`config.mk`:
```
export PLATFORM = sky130hd
export DESIGN_NAME = lsa_dual
export DESIGN_NICKNAME = d
export VERILOG_FILES = /design/src/rtl/lsa_pkg.sv /design/src/rtl/lsa_lane_map.sv /design/src/rtl/lsa_seg_add.sv /design/src/rtl/lsa_unit.sv /design/src/rtl/lsa_dual.sv
export SDC_FILE = /design/constraint.sdc
export NUM_CORES = 1
export LEC_CHECK = 0
export BUFFER_PORTS_ARGS = -buffer_cell sky130_fd_sc_hd__clkbuf_2
export CAP_MARGIN = 20
export CELL_PAD_IN_SITES_DETAIL_PLACEMENT = 0
export CELL_PAD_IN_SITES_GLOBAL_PLACEMENT = 2
export CORE_AREA = 3 3 210 315
export CTS_CLUSTER_DIAMETER = 80
export DETAILED_ROUTE_END_ITERATION = 12
export DIE_AREA = 0 0 213 318
export PLACE_DENSITY = 0.79
export SETUP_SLACK_MARGIN = 0.2
export SYNTH_ARGS = -nofsm -noshare
export SYNTH_HDL_FRONTEND = slang
export SYNTH_SLANG_ARGS = --single-unit
```
`constraint.sdc`:
```
create_clock -name clk -period 23.1 [get_ports clk]
set_input_delay 4.62 -clock clk [delete_from_list [all_inputs] [get_ports clk]]
set_output_delay 4.62 -clock clk [all_outputs]
set_load 0.05 [all_outputs]
```
`src/rtl/lsa_pkg.sv`:
```
package lsa_pkg;
  localparam int SEG_W = 8;

  typedef enum logic [2:0] {
    OP_ADD  = 3'd0,
    OP_SUB  = 3'd1,
    OP_AND  = 3'd2,
    OP_OR   = 3'd3,
    OP_XOR  = 3'd4,
    OP_ANDN = 3'd5,
    OP_RSV6 = 3'd6,
    OP_RSV7 = 3'd7
  } op_e;

  typedef enum logic [1:0] {
    SZ_8  = 2'd0,
    SZ_16 = 2'd1,
    SZ_32 = 2'd2,
    SZ_64 = 2'd3
  } size_e;

  function automatic logic is_logic_op(op_e o);
    return (o == OP_AND) || (o == OP_OR) || (o == OP_XOR) || (o == OP_ANDN);
  endfunction
endpackage

```
`src/rtl/lsa_lane_map.sv`:
```
// Marks which segments start a lane for the selected lane width.
module lsa_lane_map
  import lsa_pkg::*;
#(
  parameter int NSEG = 8
) (
  input  size_e            size,
  output logic [NSEG-1:0]  seg_first
);
  for (genvar i = 0; i < NSEG; i++) begin : g_seg
    always_comb begin
      int span;
      span = 1 << int'(size);
      seg_first[i] = ((i % span) == 0);
    end
  end
endmodule

```
`src/rtl/lsa_seg_add.sv`:
```
// One segment of the carry chain with its own overflow detect.
module lsa_seg_add #(
  parameter int SW = 8
) (
  input  logic [SW-1:0] a,
  input  logic [SW-1:0] b,
  input  logic          cin,
  output logic [SW-1:0] sum,
  output logic          cout,
  output logic          ovf
);
  logic [SW:0] wide;
  always_comb begin
    wide = {1'b0, a} + {1'b0, b} + {{SW{1'b0}}, cin};
    sum  = wide[SW-1:0];
    cout = wide[SW];
    ovf  = (a[SW-1] == b[SW-1]) && (wide[SW-1] != a[SW-1]);
  end
endmodule

```
`src/rtl/lsa_unit.sv`:
```
// One compute block: segmented adder, logic ops, registered outputs.
module lsa_unit
  import lsa_pkg::*;
#(
  parameter int DW = 64,
  parameter int SW = SEG_W,
  localparam int NSEG = DW / SW,
  localparam int HALF = DW / 2
) (
  input  logic            clk,
  input  logic            rst,
  input  logic            in_valid,
  input  op_e             op,
  input  size_e           size,
  input  logic [DW-1:0]   opa,
  input  logic [DW-1:0]   opb,
  output logic [DW-1:0]   res,
  output logic [NSEG-1:0] cy,
  output logic [NSEG-1:0] ov
);
  logic            do_sub;
  logic [DW-1:0]   b_eff;
  logic [NSEG-1:0] seg_first;
  logic [NSEG-1:0] seg_cin, seg_cout, seg_ovf;
  logic [DW-1:0]   arith_sum;
  logic [DW-1:0]   logic_res;
  logic [DW-1:0]   res_d;
  logic [NSEG-1:0] cy_d, ov_d;

  assign do_sub = (op == OP_SUB);
  assign b_eff  = do_sub ? ~opb : opb;

  lsa_lane_map #(.NSEG(NSEG)) u_map (
    .size      (size),
    .seg_first (seg_first)
  );

  for (genvar s = 0; s < NSEG; s++) begin : g_chain
    if (s == 0) begin : g_bot
      assign seg_cin[s] = do_sub;
    end else begin : g_mid
      assign seg_cin[s] = seg_first[s] ? do_sub : seg_cout[s-1];
    end
    lsa_seg_add #(.SW(SW)) u_seg (
      .a    (opa[s*SW +: SW]),
      .b    (b_eff[s*SW +: SW]),
      .cin  (seg_cin[s]),
      .sum  (arith_sum[s*SW +: SW]),
      .cout (seg_cout[s]),
      .ovf  (seg_ovf[s])
    );
  end

  always_comb begin
    unique case (op)
      OP_AND:  logic_res = opa & opb;
      OP_OR:   logic_res = opa | opb;
      OP_XOR:  logic_res = opa ^ opb;
      OP_ANDN: logic_res = opa & ~opb;
      default: logic_res = '0;
    endcase
    if (size != SZ_64) logic_res[DW-1:HALF] = '0;
  end

  // Gather the flags of each lane's top segment, lane 0 at bit 0.
  always_comb begin
    int span, lanes, top;
    span  = 1 << int'(size);
    lanes = NSEG / span;
    cy_d  = '0;
    ov_d  = '0;
    for (int k = 0; k < NSEG; k++) begin
      top = (k + 1) * span - 1;
      if (k < lanes && top < NSEG && (op == OP_ADD || op == OP_SUB)) begin
        cy_d[k] = seg_cout[top];
        ov_d[k] = seg_ovf[top];
      end
    end
  end

  always_comb begin
    if (op == OP_ADD || op == OP_SUB) res_d = arith_sum;
    else if (is_logic_op(op))         res_d = logic_res;
    else                              res_d = '0;
  end

  always_ff @(posedge clk) begin
    if (rst) begin
      res <= '0;
      cy  <= '0;
      ov  <= '0;
    end else if (in_valid) begin
      res <= res_d;
      cy  <= cy_d;
      ov  <= ov_d;
    end
  end

  // narrow logic clears the upper half and raises no flags
  a_r8_logic_narrow: assert property (@(posedge clk) disable iff (rst)
    (in_valid && is_logic_op(op) && size != SZ_64)
      |=> (res[DW-1:HALF] == '0) && (cy == '0) && (ov == '0));

  // 16-bit lanes leave the upper flag slots clear
  a_r5_unused_flags: assert property (@(posedge clk) disable iff (rst)
    (in_valid && size == SZ_16) |=> (cy[NSEG-1:NSEG/2] == '0) && (ov[NSEG-1:NSEG/2] == '0));

  // outputs hold when nothing is accepted
  a_r2_hold: assert property (@(posedge clk) disable iff (rst)
    !in_valid |=> $stable(res) && $stable(cy) && $stable(ov));

  // reserved codes give all-zero outputs
  a_r9_reserved: assert property (@(posedge clk) disable iff (rst)
    (in_valid && (op == OP_RSV6 || op == OP_RSV7)) |=> (res == '0) && (cy == '0) && (ov == '0));

  // a 64-bit lane can flag at most bit 0
  a_r6_single_lane: assert property (@(posedge clk) disable iff (rst)
    (in_valid && size == SZ_64) |=> $countones(ov) <= 1 && $onehot0(cy));
endmodule

```
`src/rtl/lsa_dual.sv`:
```
// Several compute blocks sharing one command.
module lsa_dual
  import lsa_pkg::*;
#(
  parameter int DW   = 64,
  parameter int NBLK = 2,
  localparam int NSEG = DW / SEG_W
) (
  input  logic                 clk,
  input  logic                 rst,
  input  logic                 in_valid,
  input  logic [2:0]           op,
  input  logic [1:0]           size,
  input  logic [NBLK*DW-1:0]   opa,
  input  logic [NBLK*DW-1:0]   opb,
  output logic                 out_valid,
  output logic [NBLK*DW-1:0]   res,
  output logic [NBLK*NSEG-1:0] carry,
  output logic [NBLK*NSEG-1:0] ovf
);
  op_e   op_q;
  size_e size_q;
  assign op_q   = op_e'(op);
  assign size_q = size_e'(size);

  for (genvar j = 0; j < NBLK; j++) begin : g_blk
    lsa_unit #(.DW(DW), .SW(SEG_W)) u_unit (
      .clk      (clk),
      .rst      (rst),
      .in_valid (in_valid),
      .op       (op_q),
      .size     (size_q),
      .opa      (opa[j*DW +: DW]),
      .opb      (opb[j*DW +: DW]),
      .res      (res[j*DW +: DW]),
      .cy       (carry[j*NSEG +: NSEG]),
      .ov       (ovf[j*NSEG +: NSEG])
    );
  end

  always_ff @(posedge clk) begin
    if (rst) out_valid <= 1'b0;
    else     out_valid <= in_valid;
  end

  // valid follows acceptance by one cycle
  a_r2_valid_follow: assert property (@(posedge clk) disable iff (rst)
    in_valid |=> out_valid);
  a_r2_valid_idle: assert property (@(posedge clk) disable iff (rst)
    !in_valid |=> !out_valid);

  // reset clears valid
  a_r1_reset_clear: assert property (@(posedge clk)
    rst |=> !out_valid);
endmodule

```
==> Word level (Yosys, flattened, before mapping) <==
Index checks and enable logic that the tools add are counted.
{ "op_classes": {"add_sub_neg": 40, "multipliers": 4, "div": 8, "n_lt_le_gt_ge": 24, "eq_ne": 38, "shifts": 1, "muxes": 152, "bitwise_logic": 10, "reduce_logical": 44} }
{ "op_table": {"columns": ["cell", "n"], "rows": [
  ["$lt 32x5->1 const B", 16],
  ["$pmux 64 s4", 2],
  ["$mux 64", 6],
  ["$and 64x64->64", 4],
  ["$sub 32x2->32 const B", 8],
  ["$logic_not 32->1", 7],
  ["$add 8x8->9", 16],
  ["$add 9x1->9", 16],
  ["$lt 4x32->1 const A", 4],
  ["$mod 4x32->32 const A", 4],
  ["$not 64->64", 2],
  ["$or 64x64->64", 2],
  ["$xor 64x64->64", 2],
  ["$mux 1", 110],
  ["$bmux 1 s3", 32],
  ["$lt 3x32->1 const A", 2],
  ["$mod 3x32->32 const A", 2],
  ["$mul 4x32->32 const A", 2],
  ["$mux 32", 2],
  ["$div 5x32->32 const A", 1],
  ["$logic_and 1x1->1", 32],
  ["$lt 1x32->1 const A", 1],
  ["$lt 2x32->1 const A", 1],
  ["$mod 2x32->32 const A", 1],
  ["other kinds (11)", 46]
]} }
{ "totals": {"ff_bits": 161, "inputBits": 264, "output_inout_bits": 161} }

==> Longest topological paths before layout <==
{ "depth": {"word_depth": 24, "depth_mapped": 94, "ltp_nobuf": 91} }

==> Modules after synthesis <==
From an unflattened synthesis, not the netlist that was laid out.
{ "unflattened": {"hier_cells": 4084, "hier_area_um2": 31636.6} }
{ "by_module_without_submodules": {"columns": ["module", "instances", "cells_each", "area_each_um2"], "rows": [
  ["lsa_unit", 2, 1005, 8590.7],
  ["lsa_lane_map", 2, 700, 4518.1],
  ["lsa_seg_add", 16, 42, 336.6],
  ["lsa_dual", 1, 2, 33.8]
]} }

==> Worst setup path before layout <==
OpenSTA, ideal clock, no wires.
{ "synth_timing": {"path_type": "input-to-reg", "startpoint": "in op[1]", "endpoint": "reg g_blk[1].u_unit.cy[0]", "arrival_time_ns": 19.929, "required_time_ns": 22.983, "setup_slack_ns": 3.054, "path_stages": 93, "n_path_buf": 4, "path_cell_list": "nor2_1 clkbuf_1 and2_1 clkbuf_1 clkbuf_1 clkbuf_1 xnor2_1 ha_1 nor2b_1 o21ai_0 nand2b_1 a21o_1 a21o_1 a21o_1 a21o_1 o21ai_0 fa_1 fa_1 (+57 left out) nor2b_1 nor2_1 nor2_1 o31a_1 fa_1 fa_1 a21o_1 a21o_1 a21o_1 a21oi_1 o21bai_1 a21oi_1 and2_1 or2_2 nor2_1 nor2_1 nand2_1 a32o_1"} }
{ "synth_via": {"elab_chain_len": 22} }
{ "synth_lines": {"columns": ["item", "line", "source"], "rows": [
  ["start, declared", "lsa_dual.sv:12", "input logic [2:0] op,"],
  ["$eq 3x1->1", "lsa_unit.sv:30, lsa_unit.sv:74", null],
  ["$mux 64", "lsa_unit.sv:31", "assign b_eff = do_sub ? ~opb : opb;"],
  ["$add 8x8->9", "lsa_seg_add.sv:14", "wide = {1'b0, a} + {1'b0, b} + {{SW{1'b0}}, cin};"],
  ["$add 9x1->9", "lsa_seg_add.sv:14", null],
  ["$mux 1", "lsa_unit.sv:42", "assign seg_cin[s] = seg_first[s] ? do_sub : seg_cout[s-1];"],
  ["$add 9x1->9", "lsa_seg_add.sv:14", null],
  ["$mux 1", "lsa_unit.sv:42", null],
  ["$add 9x1->9", "lsa_seg_add.sv:14", null],
  ["(+5 left out)", null, null],
  ["$add 9x1->9", "lsa_seg_add.sv:14", null],
  ["$mux 1", "lsa_unit.sv:42", null],
  ["$add 9x1->9", "lsa_seg_add.sv:14", null],
  ["$mux 1", "lsa_unit.sv:42", null],
  ["$add 9x1->9", "lsa_seg_add.sv:14", null],
  ["$bmux 1 s3", "lsa_unit.sv:75", "cy_d[k] = seg_cout[top];"],
  ["$mux 1 (not written as such) (2 in series)", "lsa_unit.sv:75", null],
  ["$mux 1 (*)", "lsa_unit.sv:74", "if (k < lanes && top < NSEG && (op == OP_ADD || op == OP_SUB)) begin"],
  ["end signal, assigned", "lsa_unit.sv:94", "cy <= cy_d;"],
  ["end, declared", "lsa_unit.sv:18", "output logic [NSEG-1:0] cy,"]
]} }
Mark *: on every way between the ends. The rest lies on a longest branch, timed or not. The select of a mux whose other input is x is not followed.
A chain may end at the register's enable or synchronous reset.

==> Worst setup path after layout <==
{ "layout_timing": {"startpoint": "in op[0]", "endpoint": "reg g_blk[1].u_unit.cy[0]"} }
The elaborated chain is that of the path after synthesis.

==> results.md <==
- H-tree Lvls: 4
- Outcome: finished clean
- CP delay by family, top: compound AO/OA/AOI/OAI gates
- Hold Path Origin: g_blk[1].u_unit.cy[1]
- GR Overflow Total: 0
- WL/cell: ~23 um
- Die height: between 300 and 400 um
- Worst setup path class: in -> reg
- Non-Filler Instances: between 3000 and 4000
- R2r worst-path depth: 2
- Initial antenna violation count: 22
- Clock skew: 0 ns
- I/O Pins: about 430
- RR Endpoint: g_blk[1].u_unit.res[2]
- Combined area of the multi-input logic cells: about 0.015 mm^2
- Via count of the first global-routing pass: ~22000
- Initial core utilization: 0.3193
- Max-slew headroom: 0.1951
- Sequential area share after synthesis: 0.1590
- Max Cap Viol: 0
- Post-CTS Hold Buffers: 0
- CTS sink cnt: between 150 and 200
- Final net count: around 3600
- Drt total wl: between 80000 and 90000 um
- Worst-Skew Late Latency: between 0.5 and 0.6 ns
- Pins Over Slew Limit: 0
- Clock slew at reported path FFs: ~0.070 ns
- FP Rows: roughly 110
- Worst-path maximum fanout: 19
- Area Growth Syn to Fin: 17.05%
- Synth area leaders: ha_1 16%, dfxtp_1 16%, xnor2_1 14%
- Share of layout cells above drive strength 1: 0.1719
- Synth Register Bits: ~160
- Final count of hold timing violations: 0
- Port Buffer Count: about 420
- WP buf/inv: 2
- Core Util, Final: 0.3737
- R2r startpoint: g_blk[1].u_unit.res[2]
- Peak supply drop: between 30 and 40 uV
- Placed wire-length estimate: ~68000 um
- Post-CTS setup repair buffer count: 0
- Total track usage: 0.2589
- TritonRoute pass-1 iters: 5
- Final period utilization: 0.9379
- Iteration-0 DRC Markers: 1145
- Setup Viol. Count Final: 0
- Filler cells: 6681
- P per Cell Area: 52.69 mW/mm^2
- Via count: 21000
- Syn Area/Cell: approximately 7.5 um^2
- CTS tree: done
- CTS Buffer Depth: 2
- Via density per instance: 5.443
- Hold Crit Class: reg -> reg
- Required time of the critical path: 23.50 ns
- Num CTS Buffers: 17
- Post-synth EDFFs: 0
- Minimum clock period: ~22 ns
- Mapped Cells: ~2700
- Crit path DAT: 22.07 ns
- Slowest-stage cell, CP: fa_1
- Synth top cells by count: 314 x xnor2_1, 294 x inv_1, 261 x ha_1, 224 x o21ai_0, 210 x nor2_1
- R2R Setup Slk: approximately 22 ns
- Worst path most repeated cell: a21o_1
- First-pass GRT wire length: between 100000 and 150000 um
- Overall power: 0.001250 W
- RSZ-0062 raised after global routing: no
- Cells after DPL: approximately 3800
- WHS: ~0.46 ns
- Setup_tns: 0 ns
- Yosys top cell area share: 0.1611
- CP peak stage delay: about 0.47 ns
- Post-synth ARST share: 0
- Reg area: about 0.0032 mm^2
- Mapped Area: ~0.020 mm^2
- Setup crit start kind: input port
- Largest net degree at the start of global routing: 81
- Worst Hold Depth: 2
- GPL Wtd Cong: approximately 0.9
- Synth Flop Type: dfxtp_1
- Leak: approximately 11 nW
- Mapped Nets: 3268
- Tightest Pin Transition: 1.202 ns
- Die ar.: about 0.068 mm^2
- CTS Root Buffer Type: clkbuf_16
- Endpoint, Worst Hold: g_blk[1].u_unit.cy[1]
- Top cell type by total area after synthesis: ha_1
- Detail Route Antenna Nets: 0
- Fmax: approximately 46 MHz
- Library cells used by synthesis: 77
- Core Area: between 0.06 and 0.07 mm^2
- DRC: 0
- Die X: approximately 210 um
- Ys Warns: 0
- Crit. End Element: flop
- Post_cts resized: 0
- Most frequent cell after synthesis: xnor2_1
-- cell families after synthesis --
| logic type | count (synthesis) | share of synthesized area |
|---|---|---|
| buffers and inverters | 459 | 0.08636 |
| XOR/XNOR | 355 | 0.1534 |
| AND/OR/NAND/NOR | 638 | 0.1414 |
| multiplexers | 40 | 0.02019 |
| AO/OA/AOI/OAI | 769 | 0.2488 |
| adder cells (fa/ha/maj) | 291 | 0.1908 |
| flip-flops | 161 | 0.1590 |
-- metal layers --
metal	wire length, um	GRT usage	part of all wire
met3	5860	0.06607	0.065
met2	45110	0.4579	0.50
met5	73	0	0.00082
met4	4372	0.1329	0.049
met1	34060	0.2817	0.38
-- through the flow --
stage	instance area, um^2	worst slack (ns)
2_1_floorplan	20270	3.054
3_3_place_gp	23070	1.216
3_5_place_dp	23070	0.9126
4_1_cts	23680	1.403
5_1_grt	23710	0.3274
6_report	23720	1.435
-- worst max-delay path by stage --
stage / to / cells after the start / start
floorplan: g_blk[1].u_unit.cy[0] / 93 / op[1]
finish: g_blk[1].u_unit.cy[0] / 90 / op[0]
global route: g_blk[1].u_unit.cy[6] / 90 / op[0]
detailed placement: g_blk[1].u_unit.cy[0] / 90 / op[0]
global placement: g_blk[1].u_unit.cy[0] / 90 / op[0]
CTS: g_blk[1].u_unit.cy[0] / 90 / op[0]
-- cell usage in the layout, fill, tap and decap left out, types with 17 or more instances in the layout --
cell	Yosys	final
clkbuf_16	0	17
fa_1	30	30
o2111ai_1	44	44
xor2_1	41	41
nand2_1	179	177
a21oi_1	129	129
buf_4	2	31
nor2b_1	36	35
nand2b_1	28	28
nor3_1	86	86
dfxtp_1	161	161
o221ai_1	58	58
clkbuf_2	0	422
nand3_1	57	57
a21o_1	114	114
inv_1	294	294
mux2i_1	36	36
o21ai_0	224	224
diode_2	0	17
a31oi_1	83	83
nor2_1	210	208
ha_1	261	260
o211ai_1	21	21
xnor2_1	314	314
-- layout make-up --
| type | instances | share of cell area |
|---|---|---|
| Clock buffer | 17 | 0.01793 |
| Tap cell | 805 | 0.04246 |
| Clock inverter | 15 | 0.007911 |
| Inverter | 296 | 0.04683 |
| Timing Repair Buffer | 455 | 0.09989 |
| Antenna cell | 17 | 0.001793 |
| Multi-Input combinational cell | 2093 | 0.6473 |
| Sequential cell | 161 | 0.1359 |
-- flip-flops by register name (all words and copies together) (netlist names) --
name	count
g_blk.u_unit.res	128
g_blk.u_unit.cy	16
g_blk.u_unit.ov	16
out_valid	1
-- where the power goes --
part	internal (W)	leakage [nW]	total, W	switching [W]
sequential	0.000295	1.33	0.000307	0.0000113
combinational	0.000223	9.74	0.000622	0.000398
clock	0.000156	0.301	0.000322	0.000166
total	0.000675	11.4	0.00125	0.000575
-- worst register-to-register path, stage by stage, from the launching register on --
cell	delay [ns]
dfxtp_1	0.50
o21ai_0	0.12
nor2_1	0.10
Note: power is estimated with default switching activity, not from simulation.
